===== src/rtl/wslot_pkg.sv =====
package wslot_pkg;
  typedef enum logic [2:0] {
    ST_EMPTY = 3'd0,
    ST_DISP  = 3'd1,
    ST_COAL  = 3'd2,
    ST_FENCE = 3'd3,
    ST_FDONE = 3'd4
  } slot_state_e;

  typedef enum logic [2:0] {
    IC_INVALID = 3'd0,
    IC_LOAD    = 3'd1,
    IC_STORE   = 3'd2,
    IC_FENCE   = 3'd3,
    IC_ATOMIC  = 3'd4
  } inst_class_e;
endpackage


===== src/rtl/wslot_decode.sv =====
module wslot_decode
  import wslot_pkg::*;
(
  input  logic        rd_i,
  input  logic        wr_i,
  input  logic        swap_i,
  input  logic        fence_i,
  output inst_class_e cls_o,
  output logic        legal_o
);
  logic [1:0] n_kind;

  always_comb begin
    n_kind  = 2'(rd_i) + 2'(wr_i) + 2'(fence_i);
    legal_o = (n_kind == 2'd1) && !(swap_i && !rd_i);
    cls_o   = IC_INVALID;
    if (legal_o) begin
      if (rd_i)      cls_o = swap_i ? IC_ATOMIC : IC_LOAD;
      else if (wr_i) cls_o = IC_STORE;
      else           cls_o = IC_FENCE;
    end
  end
endmodule


===== src/rtl/wslot_fsm.sv =====
module wslot_fsm
  import wslot_pkg::*;
(
  input  logic        clk_i,
  input  logic        rst_ni,
  input  logic        disp_i,
  input  logic        desc_ok_i,
  input  logic        coal_i,
  input  logic        fstart_i,
  input  logic        farrive_i,
  input  logic        release_i,
  input  logic        lane_set_i,
  input  logic        drained_i,
  input  logic        cnt_bad_i,
  output slot_state_e state_o,
  output logic        err_o,
  output logic        disp_take_o,
  output logic        coal_take_o,
  output logic        fstart_take_o,
  output logic        release_take_o,
  output logic        lane_take_o
);
  slot_state_e state_q, state_d;
  logic        err_q;
  logic [2:0]  n_cmd;
  logic        multi, cmd_bad, lane_bad, farr_take;
  logic        disp_ok, coal_ok, fstart_ok, farr_ok, rel_ok;

  always_comb begin
    n_cmd     = 3'(disp_i) + 3'(coal_i) + 3'(fstart_i) + 3'(farrive_i) + 3'(release_i);
    multi     = n_cmd > 3'd1;
    disp_ok   = (state_q == ST_EMPTY) && desc_ok_i;
    coal_ok   = state_q == ST_DISP;
    fstart_ok = state_q == ST_DISP;
    farr_ok   = state_q == ST_FENCE;
    rel_ok    = ((state_q == ST_COAL) || (state_q == ST_FDONE)) && drained_i;

    disp_take_o    = disp_i    && disp_ok   && !multi;
    coal_take_o    = coal_i    && coal_ok   && !multi;
    fstart_take_o  = fstart_i  && fstart_ok && !multi;
    farr_take      = farrive_i && farr_ok   && !multi;
    release_take_o = release_i && rel_ok    && !multi;

    cmd_bad = multi || (disp_i && !disp_ok) || (coal_i && !coal_ok) ||
              (fstart_i && !fstart_ok) || (farrive_i && !farr_ok) ||
              (release_i && !rel_ok);
    lane_take_o = lane_set_i && (state_q == ST_DISP);
    lane_bad    = lane_set_i && !lane_take_o;

    state_d = state_q;
    if (disp_take_o)    state_d = ST_DISP;
    if (coal_take_o)    state_d = ST_COAL;
    if (fstart_take_o)  state_d = ST_FENCE;
    if (farr_take)      state_d = ST_FDONE;
    if (release_take_o) state_d = ST_EMPTY;
  end

  always_ff @(posedge clk_i or negedge rst_ni) begin
    if (!rst_ni) begin
      state_q <= ST_EMPTY;
      err_q   <= 1'b0;
    end else begin
      state_q <= state_d;
      err_q   <= err_q | cmd_bad | lane_bad | cnt_bad_i;
    end
  end

  assign state_o = state_q;
  assign err_o   = err_q;

  a_r9_bad_cmd_holds: assert property (@(posedge clk_i) disable iff (!rst_ni)
    cmd_bad |=> ($stable(state_q) && err_q));
  a_r9_err_sticky: assert property (@(posedge clk_i) disable iff (!rst_ni)
    err_q |=> err_q);
  a_r5_coal_enters: assert property (@(posedge clk_i) disable iff (!rst_ni)
    coal_take_o |=> (state_q == ST_COAL));
  a_r6_fdone_from_fence: assert property (@(posedge clk_i) disable iff (!rst_ni)
    $rose(state_q == ST_FDONE) |-> ($past(state_q) == ST_FENCE));
endmodule


===== src/rtl/wslot_tracker.sv =====
module wslot_tracker #(
  parameter int CNT_W = 6
) (
  input  logic             clk_i,
  input  logic             rst_ni,
  input  logic             load_i,
  input  logic [CNT_W-1:0] load_cnt_i,
  input  logic             translate_i,
  input  logic             complete_i,
  input  logic             clear_i,
  output logic [CNT_W-1:0] pend_o,
  output logic [CNT_W-1:0] trans_o,
  output logic             bad_o
);
  logic [CNT_W-1:0] pend_q, trans_q;
  logic             tr_ok, cp_ok;

  always_comb begin
    tr_ok = translate_i && (pend_q != '0);
    cp_ok = complete_i && (trans_q != '0);
    bad_o = (translate_i && !tr_ok) || (complete_i && !cp_ok);
  end

  always_ff @(posedge clk_i or negedge rst_ni) begin
    if (!rst_ni) begin
      pend_q  <= '0;
      trans_q <= '0;
    end else if (clear_i) begin
      pend_q  <= '0;
      trans_q <= '0;
    end else if (load_i) begin
      pend_q  <= load_cnt_i;
      trans_q <= '0;
    end else begin
      pend_q  <= pend_q - CNT_W'(tr_ok);
      trans_q <= trans_q + CNT_W'(tr_ok) - CNT_W'(cp_ok);
    end
  end

  assign pend_o  = pend_q;
  assign trans_o = trans_q;

  a_r7_translate_moves: assert property (@(posedge clk_i) disable iff (!rst_ni)
    (tr_ok && !cp_ok && !load_i && !clear_i) |=>
      ((trans_q == CNT_W'($past(trans_q) + 1'b1)) && (pend_q == CNT_W'($past(pend_q) - 1'b1))));
  a_r7_no_underflow: assert property (@(posedge clk_i) disable iff (!rst_ni)
    (complete_i && (trans_q == '0) && !translate_i && !load_i && !clear_i) |=> (trans_q == '0));
endmodule


===== src/rtl/warp_mem_slot.sv =====
module warp_mem_slot
  import wslot_pkg::*;
#(
  parameter int LANES  = 32,
  parameter int WARP_W = 6,
  parameter int SIZE_W = 8,
  parameter int PC_W   = 32,
  parameter int CNT_W  = 6,
  parameter int TS_W   = 32
) (
  input  logic              clk_i,
  input  logic              rst_ni,
  input  logic              disp_valid_i,
  input  logic              disp_rd_i,
  input  logic              disp_wr_i,
  input  logic              disp_swap_i,
  input  logic              disp_fence_i,
  input  logic [WARP_W-1:0] disp_warp_i,
  input  logic [SIZE_W-1:0] disp_size_i,
  input  logic [PC_W-1:0]   disp_pc_i,
  input  logic              disp_bypass_i,
  input  logic              lane_set_i,
  input  logic [LANES-1:0]  lane_mask_i,
  input  logic              coalesce_i,
  input  logic [CNT_W-1:0]  acc_cnt_i,
  input  logic              fence_start_i,
  input  logic              fence_arrive_i,
  input  logic              release_i,
  input  logic              acc_translate_i,
  input  logic              acc_complete_i,
  input  logic              stamp_we_i,
  input  logic [TS_W-1:0]   stamp_i,
  output logic [2:0]        state_o,
  output logic [2:0]        class_o,
  output logic [WARP_W-1:0] warp_o,
  output logic [SIZE_W-1:0] size_o,
  output logic [PC_W-1:0]   pc_o,
  output logic              bypass_o,
  output logic [LANES-1:0]  lane_mask_o,
  output logic [CNT_W-1:0]  pending_o,
  output logic [CNT_W-1:0]  translated_o,
  output logic [TS_W-1:0]   latency_o,
  output logic [TS_W-1:0]   stamp_o,
  output logic              done_o,
  output logic              err_o
);
  localparam logic [WARP_W-1:0] WARP_NONE = '1;

  inst_class_e      dec_cls, cls_q;
  slot_state_e      state;
  logic             desc_ok, drained, cnt_bad;
  logic             disp_take, coal_take, fstart_take, release_take, lane_take;
  logic [CNT_W-1:0] pend, trans;
  logic [WARP_W-1:0] warp_q;
  logic [SIZE_W-1:0] size_q;
  logic [PC_W-1:0]  pc_q;
  logic             bypass_q, fired_q, done_cond;
  logic [LANES-1:0] lane_q;
  logic [TS_W-1:0]  cyc_q, first_q, stamp_q;

  wslot_decode u_decode (
    .rd_i    (disp_rd_i),
    .wr_i    (disp_wr_i),
    .swap_i  (disp_swap_i),
    .fence_i (disp_fence_i),
    .cls_o   (dec_cls),
    .legal_o (desc_ok)
  );

  wslot_fsm u_fsm (
    .clk_i          (clk_i),
    .rst_ni         (rst_ni),
    .disp_i         (disp_valid_i),
    .desc_ok_i      (desc_ok),
    .coal_i         (coalesce_i),
    .fstart_i       (fence_start_i),
    .farrive_i      (fence_arrive_i),
    .release_i      (release_i),
    .lane_set_i     (lane_set_i),
    .drained_i      (drained),
    .cnt_bad_i      (cnt_bad),
    .state_o        (state),
    .err_o          (err_o),
    .disp_take_o    (disp_take),
    .coal_take_o    (coal_take),
    .fstart_take_o  (fstart_take),
    .release_take_o (release_take),
    .lane_take_o    (lane_take)
  );

  wslot_tracker #(.CNT_W(CNT_W)) u_tracker (
    .clk_i       (clk_i),
    .rst_ni      (rst_ni),
    .load_i      (coal_take),
    .load_cnt_i  (acc_cnt_i),
    .translate_i (acc_translate_i),
    .complete_i  (acc_complete_i),
    .clear_i     (release_take),
    .pend_o      (pend),
    .trans_o     (trans),
    .bad_o       (cnt_bad)
  );

  assign drained   = (pend == '0) && (trans == '0);
  assign done_cond = (state == ST_COAL) && drained;

  always_ff @(posedge clk_i or negedge rst_ni) begin
    if (!rst_ni) begin
      warp_q   <= WARP_NONE;
      size_q   <= '0;
      pc_q     <= '0;
      bypass_q <= 1'b0;
      cls_q    <= IC_INVALID;
    end else if (release_take) begin
      warp_q   <= WARP_NONE;
      size_q   <= '0;
      pc_q     <= '0;
      bypass_q <= 1'b0;
      cls_q    <= IC_INVALID;
    end else if (disp_take) begin
      warp_q   <= disp_warp_i;
      size_q   <= disp_size_i;
      pc_q     <= disp_pc_i;
      bypass_q <= disp_bypass_i;
      cls_q    <= dec_cls;
    end
  end

  always_ff @(posedge clk_i or negedge rst_ni) begin
    if (!rst_ni) begin
      lane_q  <= '0;
      cyc_q   <= '0;
      first_q <= '0;
      stamp_q <= '0;
      fired_q <= 1'b0;
    end else begin
      cyc_q <= cyc_q + 1'b1;
      if (release_take) begin
        lane_q  <= '0;
        first_q <= '0;
        stamp_q <= '0;
        fired_q <= 1'b0;
      end else begin
        if (lane_take)                first_q <= first_q;
        if (lane_take)                lane_q  <= lane_q | lane_mask_i;
        if (coal_take || fstart_take) first_q <= cyc_q;
        if (stamp_we_i)               stamp_q <= stamp_i;
        if (done_o)                   fired_q <= 1'b1;
      end
    end
  end

  // first-cycle timestamp is meaningful only once execution has begun
  assign latency_o = ((state == ST_EMPTY) || (state == ST_DISP)) ? '0 : (cyc_q - first_q);
  assign done_o       = done_cond && !fired_q;
  assign state_o      = state;
  assign class_o      = cls_q;
  assign warp_o       = warp_q;
  assign size_o       = size_q;
  assign pc_o         = pc_q;
  assign bypass_o     = bypass_q;
  assign lane_mask_o  = lane_q;
  assign pending_o    = pend;
  assign translated_o = trans;
  assign stamp_o      = stamp_q;

  a_r8_release_clears: assert property (@(posedge clk_i) disable iff (!rst_ni)
    release_take |=> ((state == ST_EMPTY) && (warp_q == WARP_NONE) && (cls_q == IC_INVALID) &&
                      (lane_q == '0) && !bypass_q && (stamp_q == '0)));
  a_r12_done_single: assert property (@(posedge clk_i) disable iff (!rst_ni)
    done_o |=> !done_o);
  a_r2_capture: assert property (@(posedge clk_i) disable iff (!rst_ni)
    disp_take |=> ((warp_q == $past(disp_warp_i)) && (pc_q == $past(disp_pc_i)) && (state == ST_DISP)));
endmodule


===== config.mk =====
export PLATFORM = sky130hd
export DESIGN_NAME = warp_mem_slot
export DESIGN_NICKNAME = d
export VERILOG_FILES = /design/src/rtl/wslot_pkg.sv /design/src/rtl/wslot_decode.sv /design/src/rtl/wslot_fsm.sv /design/src/rtl/wslot_tracker.sv /design/src/rtl/warp_mem_slot.sv
export SDC_FILE = /design/constraint.sdc
export NUM_CORES = 1
export LEC_CHECK = 0
export BUFFER_PORTS_ARGS = -buffer_cell sky130_fd_sc_hd__buf_2
export CAP_MARGIN = 20
export CORE_MARGIN = 2
export CORE_UTILIZATION = 47
export DETAILED_ROUTE_END_ITERATION = 7
export PLACE_DENSITY = 0.72
export SLEW_MARGIN = 0
export SYNTH_ARGS = -nofsm -noshare
export SYNTH_HDL_FRONTEND = slang
export SYNTH_SLANG_ARGS = --single-unit
export TNS_END_PERCENT = 20

===== constraint.sdc =====
create_clock -name clk_i -period 6.46 [get_ports clk_i]
set_input_delay 0.323 -clock clk_i [delete_from_list [all_inputs] [get_ports clk_i]]
set_output_delay 0.323 -clock clk_i [all_outputs]
set_load 0.005 [all_outputs]

==> results of run 1 <==
==> per-stage QoR <==
| step | instances | instance area, um2 |
|---|---|---|
| floorplan | 1123 | 10180 |
| global placement | 1641 | 11800 |
| detailed placement | 1641 | 11800 |
| CTS | 1673 | 12420 |
| global route | 1676 | 12460 |
| finish | 1677 | 12460 |
==> state kept, by name, summed over array words and instances, names as in the netlist <==
register,cells
u_fsm.state_o,3
u_fsm.err_o,1
lane_mask_o,32
cyc_q,32
warp_o,6
u_tracker.trans_o,6
fired_q,1
u_tracker.pend_o,6
bypass_o,1
class_o,3
size_o,8
pc_o,32
first_q,32
stamp_o,32
==> routing by layer <==
| layer | up-vias | global-route usage | routed length (um) |
|---|---|---|---|
| met5 | - | 0 | 0 |
| met3 | 36 | 0.05060 | 1723 |
| met1 | 4141 | 0.3445 | 12390 |
| met2 | 288 | 0.3941 | 13520 |
| li1 | 4299 | - | - |
| met4 | 0 | 0.07430 | 546 |
==> logic make-up after synthesis <==
| family | count (synthesis) | synth area share |
|---|---|---|
| and+or+nand+nor | 445 | 0.1890 |
| xor gates and xnor gates | 59 | 0.05078 |
| muxes | 35 | 0.03443 |
| AOI/OAI and AO/OA | 227 | 0.1367 |
| DFF | 195 | 0.4803 |
| adders and majority gates | 48 | 0.06271 |
| buffers and inverters | 114 | 0.04611 |
==> cell usage after synthesis, drive strengths merged, types with 9 or more instances <==
library cell    n  share of area
a21o           15          0.011
a21oi         143          0.072
and3           15         0.0092
buf            26          0.014
clkbuf         30          0.011
dfrtp         189           0.46
ha             43          0.053
inv            58          0.021
mux2i          35          0.034
nand2         200          0.074
nand2b          9         0.0055
nand3          26          0.013
nand4          18          0.011
nor2          134          0.049
nor3           18         0.0098
o21ai          19         0.0093
xnor2          36          0.031
xor2           23          0.020
==> worst max-delay path by stage <==
stage / startpoint / to
final: cyc_q[0] / latency_o[26]
after global routing: cyc_q[0] / latency_o[26]
after CTS: cyc_q[0] / latency_o[26]
after detailed placement: disp_valid_i / class_o[2]
after global placement: disp_valid_i / class_o[2]
after floorplan: disp_valid_i / first_q[10]
==> worst max-delay path, delay by kind of cell (launching register included) <==
family | cells | cell delay [ps]
muxes | 1 | 200
AOI/OAI and AO/OA | 5 | 1190
DFF | 1 | 470
and+or+nand+nor | 1 | 240
adders and majority gates | 2 | 560
buffers and inverters | 3 | 280
==> area by class of cell <==
type,instances,area (um2),share of cell area
inverters,58,217.7,0.01747
repair buffers,301,1553,0.1246
clock inverters,14,190.2,0.01526
clock buffers,18,429.2,0.03444
diodes,2,5.005,0.0004016
flip-flops and latches,195,4887,0.3922
multi-input cells,814,4836,0.3881
well taps,275,344.1,0.02761
==> power by group through the flow <==
stage	Clock (uW)	Sequential, uW	Combinational (uW)
global placement	0	1740	1480
floorplan	0	1740	810
global route	1180	1770	1680
detailed placement	0	1740	1510
CTS	1130	1730	1510
finish	1110	1730	1490
==> reports/results.env, run 1 <==
HOLDBUFCOUNTCTS=0
P_TOTAL_uW=4330
R2R-END='u_fsm.state_o[0]'
SYNTH-ASYNC-RESET-RATIO=1.000
INITIAL_ANTENNA_VIOLATION_COUNT=3
SYN2LAYOUT_AREA_GROWTH_PCT=22.46
PLACEABLECOREAREA_MM2=0.02115
WORST_HOLD_PATH_TYPE='input pin to asynchronous set/reset pin'
COMBPWRFRAC=0.344
CRIT_PATH_ARRIVAL_TIME_PS=3380
SETUP_VIOL=0
WORST_IR_DROP_VDD_mV=0.2075
POST-ROUTE-PERIOD-UTIL=0.5726
OUTCOME='finished with violations'
FLOORPLAN.INITIALDENSITY=0.4810
POWER_PER_CELL_AREA_mW_PER_MM2=347.5
R2R-START='u_fsm.state_o[1]'
FLOORPLAN.IO_PINS=295
YOSYS_REGISTER_BITS=195
WORST-SETUP-PATH-TYPE='register to primary output'
MAX-CLOCK-PATH-BUFFERS=2
CORE.ROWCOUNT=53
PATH_DEPTH_OF_THE_WORST_REG2REG_PATH=5
SETUP_TOTAL_NEGATIVE_SLACK_PS=0
POST-ROUTE-UTIL=0.5891
FINAL.FILL_COUNT=1872
TIMING_WORST_SLEW_PIN_VALUE_PS=1031
CLOCK_TREE.HTREE_LEVEL_COUNT=4
NUM_CTS_BUFFERS=17
HPWL_UM=20960
FINALCRITICALPERIOD_PS=3699
FINALHOLDWORSTSLACK_PS=-46.48
CP.REQUIRED_PS=6140
SYNTH_SEQUENTIAL_AREA_RATIO=0.4803
LEAKAGE_uW=0.006380
CRITICAL-PATH-SLOWEST-CELL='dfrtp_1'
DOMINANT_REGISTER_CELL_IN_THE_SYNTHESIZED_NETLIST='dfrtp_1'
GRT_START_MAX_NET_PINS=122
NETSWITCHINGFRACTION=0.3479
WORST-R2R-SETUP-SLACK_PS=3680
GRT_OVERFLOW_TOTAL=0
FINAL-HOLD-VIOLATION-COUNT=10
FIRST_PASS_ITERS=5
LAYOUT_COMMONEST_CELL='buf_2'
SEQ_POWER_SHARE=0.399
GRT_FIRST_PASS_WIRELENGTH_UM=43930
END_KIND='primary output'
FP.DIEAREA_MM2=0.02284
POST_ROUTE_CELLS_DRIVE_ABOVE_1_SHARE=0.2550
DIEWIDTH_UM=151.1
CLK_LATENCY_PS=440
GRT_PASS1_VIAS=8312
FINALWIRELENGTH_UM=28180
CTS_TREE='built'
DRCVIOLATIONCOUNT=0
AVGVIACOUNTPERCELL=5.226
SLEW_VIOL_FINAL=0
NUM-NETS-FINAL=1567
POWER.SWITCHING_uW=1507
INITIALDRTVIOLATIONCOUNT=565
DRV_CAP=0
DIE_H_UM=151.1
POST_SYNTH.CELL_AREA_AVG_UM2=9.061
CLKSINKCOUNT=195
TIMING.CRITICAL_PATH.SLOWEST_CELL_DELAY_PS=470
CELLINTERNALPOWER_uW=2824
NETLIST-CELL-TYPE-COUNT=63
TIMING.FINAL.WS_SETUP_PS=2761
RESIZED_CELLS_POST_CTS=0
CP_MAX_FO=6
CTS-ROOT-BUF='clkbuf_16'
MOST-COMMON-LAYOUT-CELLS='buf_2 (293), nand2_1 (199), dfrtp_1 (189)'
GP_ROUTABILITY_CONGESTION=0.8560
RSZ_0062_RAISED_AFTER_GLOBAL_ROUTING='false'
GLOBAL_ROUTE.USAGE.TOTAL=0.2478
POSTSYNTHCELLCOUNT=1123
KIND_OF_LAUNCH_POINT_OF_THE_WORST_SETUP_PATH='register'
MAXCLOCKFREQUENCY_GHz=0.2703
POSTSYNTHNETCOUNT=1303
SETUP_BUFFERS_AFTER_CTS=0
WORSTPATHCELLLIST='inv_1 -> ha_1 -> inv_1 -> fa_1 -> a21o_1 -> a31o_1 -> a21o_1 -> a211o_1 -> and3_1 -> a21oi_1 -> mux2i_1 -> buf_2'
SHARE_CLK_OF_TOTAL_POWER=0.257
SLEW_HEADROOM=0.3125
SYNTHESIS_WARNING_TOTAL=0
WORST_CLOCK_SKEW_PS=16.93
DETAIL_ROUTE.WL_PER_CELL_UM=16.81
FAILING_CHECKS='hold timing'
CLK_PIN_SLEW_WORST_PATHS_PS=70
DR_TOTAL_VIAS=8764
PLACE_WORST_SETUP_SLACK_PS=2617
MAPPEDNETLISTAREA_MM2=0.01018
SYNTH-EDFF-COUNT=0
PORT-BUFFER-COUNT=294
DRT.ANTENNA.VIOLATING_NETS=0
Power figures use the tool's default switching activity.
==> inputs of run 2 (changes only) <==
- clock period: 6.46 -> 3.55 ns (I/O delays scaled with it)
==> run 2 against run 1 <==
Compared with the run above:
- critical path depth is the same
- via count grew 9.8%
- cell count is 6.6% higher
- cell area rose by 9.3%
- clock skew rose by 3.3 ps
- sequential share of layout area is 3.3 points lower
- the flow now finishes without violations
- register-to-register slack lost 2600 ps
==> reports/results.env, run 2 (synthesis results as in run 1) <==
DRCVIOLATIONCOUNT=0
FINAL_CELL_AREA_MM2=0.01362
GRT_START_MAX_NET_PINS=110
END_KIND='primary output'
GP_ROUTABILITY_CONGESTION=0.8920
NUM-NETS-FINAL=1675
KIND_OF_LAUNCH_POINT_OF_THE_WORST_SETUP_PATH='register'
FIRST_PASS_ITERS=8
DETAIL_ROUTE.WL_PER_CELL_UM=17.55
NETSWITCHINGFRACTION=0.3652
PLACE_WORST_SETUP_SLACK_PS=324.8
WORST_IR_DROP_VDD_mV=0.4079
LEAKAGE_uW=0.006847
CP.REQUIRED_PS=3370
SETUP_TOTAL_NEGATIVE_SLACK_PS=0
FP.DIEAREA_MM2=0.02284
R2R-END='u_tracker.trans_o[4]'
DR_TOTAL_VIAS=9620
FLOORPLAN.INITIALDENSITY=0.4810
POST-ROUTE-UTIL=0.6437
PLACEABLECOREAREA_MM2=0.02115
CTS-ROOT-BUF='clkbuf_16'
PATH_DEPTH_OF_THE_WORST_REG2REG_PATH=15
CLOCK_TREE.HTREE_LEVEL_COUNT=4
CLK_LATENCY_PS=450
WORST_HOLD_PATH_TYPE='input pin to register'
INITIAL_ANTENNA_VIOLATION_COUNT=5
CELLINTERNALPOWER_uW=5148
DIEWIDTH_UM=151.1
SLEW_HEADROOM=0.3246
SETUP_BUFFERS_AFTER_CTS=0
GLOBAL_ROUTE.USAGE.TOTAL=0.2732
POST_ROUTE_CELLS_DRIVE_ABOVE_1_SHARE=0.2434
FINAL.FILL_COUNT=1639
CRIT_PATH_ARRIVAL_TIME_PS=3320
SYN2LAYOUT_AREA_GROWTH_PCT=33.81
SETUP_VIOL=0
CLKSINKCOUNT=195
SEQ_POWER_SHARE=0.390
SLEW_VIOL_FINAL=0
PORT-BUFFER-COUNT=294
GRT_OVERFLOW_TOTAL=0
GRT_PASS1_VIAS=9508
WHS_ENDPOINT='u_tracker.pend_o[2]'
MAXCLOCKFREQUENCY_GHz=0.2860
FINAL-HOLD-VIOLATION-COUNT=0
POWER_PER_CELL_AREA_mW_PER_MM2=595.5
INITIALDRTVIOLATIONCOUNT=601
SHARE_CLK_OF_TOTAL_POWER=0.256
WORST_CLOCK_SKEW_PS=20.22
SETUP.WORST_PATH.START='cyc_q[0]'
FLOORPLAN.IO_PINS=295
COMBPWRFRAC=0.354
DRT.ANTENNA.VIOLATING_NETS=0
MOST-COMMON-LAYOUT-CELLS='buf_2 (293), nand2_1 (199), dfrtp_1 (188)'
HP-START='acc_cnt_i[2]'
R2R-START='u_tracker.trans_o[3]'
P_TOTAL_uW=8109
CLK_PIN_SLEW_WORST_PATHS_PS=80
OUTCOME='finished, final reports clean'
WORST-R2R-SETUP-SLACK_PS=1040
DRV_CAP=0
CORE.ROWCOUNT=53
RSZ_0062_RAISED_AFTER_GLOBAL_ROUTING='true'
FINALWIRELENGTH_UM=31370
TIMING_WORST_SLEW_PIN_VALUE_PS=1013
POWER.SWITCHING_uW=2961
GRT_FIRST_PASS_WIRELENGTH_UM=48630
DIE_H_UM=151.1
FINALCRITICALPERIOD_PS=3497
MIN_PATH_CELLS=3
WORST-SETUP-PATH-TYPE='register to primary output'
CTS_TREE='built'
LAYOUT_COMMONEST_CELL='buf_2'
NUM_CTS_BUFFERS=17
POST-ROUTE-PERIOD-UTIL=0.9850
HPWL_UM=21050
MAX-CLOCK-PATH-BUFFERS=2
DPL-INSTANCE-AREA_MM2=0.01188
TIMING.FINAL.WS_SETUP_PS=53.12
CP_MAX_FO=6
AVGVIACOUNTPERCELL=5.383
## run 2: per-stage QoR
stage,instances,hold WS [ps]
after floorplan,1123,-118.1
after global placement,1646,345.9
after detailed placement,1646,334.5
after CTS,1782,5.578
after global routing,1786,15.83
final,1787,20.03
## run 2: power by group through the flow
stage,clock network [uW],registers (uW),logic (uW)
2_1_floorplan,0,3170,1470
3_3_place_gp,0,3170,2670
3_5_place_dp,0,3160,2740
4_1_cts,2110,3140,2840
5_1_grt,2200,3220,3210
6_report,2080,3160,2870
## run 2: how the worst max path moves through the flow
stage,cells after the start,slack (ps),endpoint
2_1_floorplan,12,790,first_q[10]
3_3_place_gp,11,390,first_q[31]
3_5_place_dp,11,320,first_q[21]
4_1_cts,12,40,latency_o[26]
5_1_grt,12,-70,latency_o[26]
6_report,12,50,latency_o[26]
## run 2: per-layer routing
| layer | GRT usage | share of wire | vias up |
|---|---|---|---|
| met2 | 0.4473 | 0.49 | 368 |
| li1 | - | - | 4520 |
| met1 | 0.3509 | 0.41 | 4656 |
| met5 | 0 | 0.00077 | - |
| met3 | 0.06657 | 0.067 | 72 |
| met4 | 0.1075 | 0.035 | 4 |
## run 2: layout make-up
class                   count  area, um2  share of cell area
well taps                 275      344.1             0.02527
clock buffers              17      425.4             0.03124
flip-flops and latches    195       4888              0.3590
diodes                      4      10.01           0.0007351
inverters                  58      217.7             0.01599
multi-input cells         814       4856              0.3566
clock inverters            15      226.5             0.01663
repair buffers            409       2649              0.1945
## run 2: repair_timing
action / 4_1_cts / 5_1_grt
hold buffers: 104 / 0
pin swaps: 0 / 0
endpoints found under the setup margin: 1 / 3
resized for setup: 3 / 2
hold endpoints to repair: 203 / 0
## run 2: worst max-delay path: stages (launching register included)
cell,delay [ps]
dfrtp_2,450
inv_1,100
ha_1,180
inv_1,60
fa_1,410
a21o_1,190
a31o_1,240
a21o_1,240
a211o_1,320
and3_4,220
a21oi_2,150
mux2i_1,180
buf_2,130
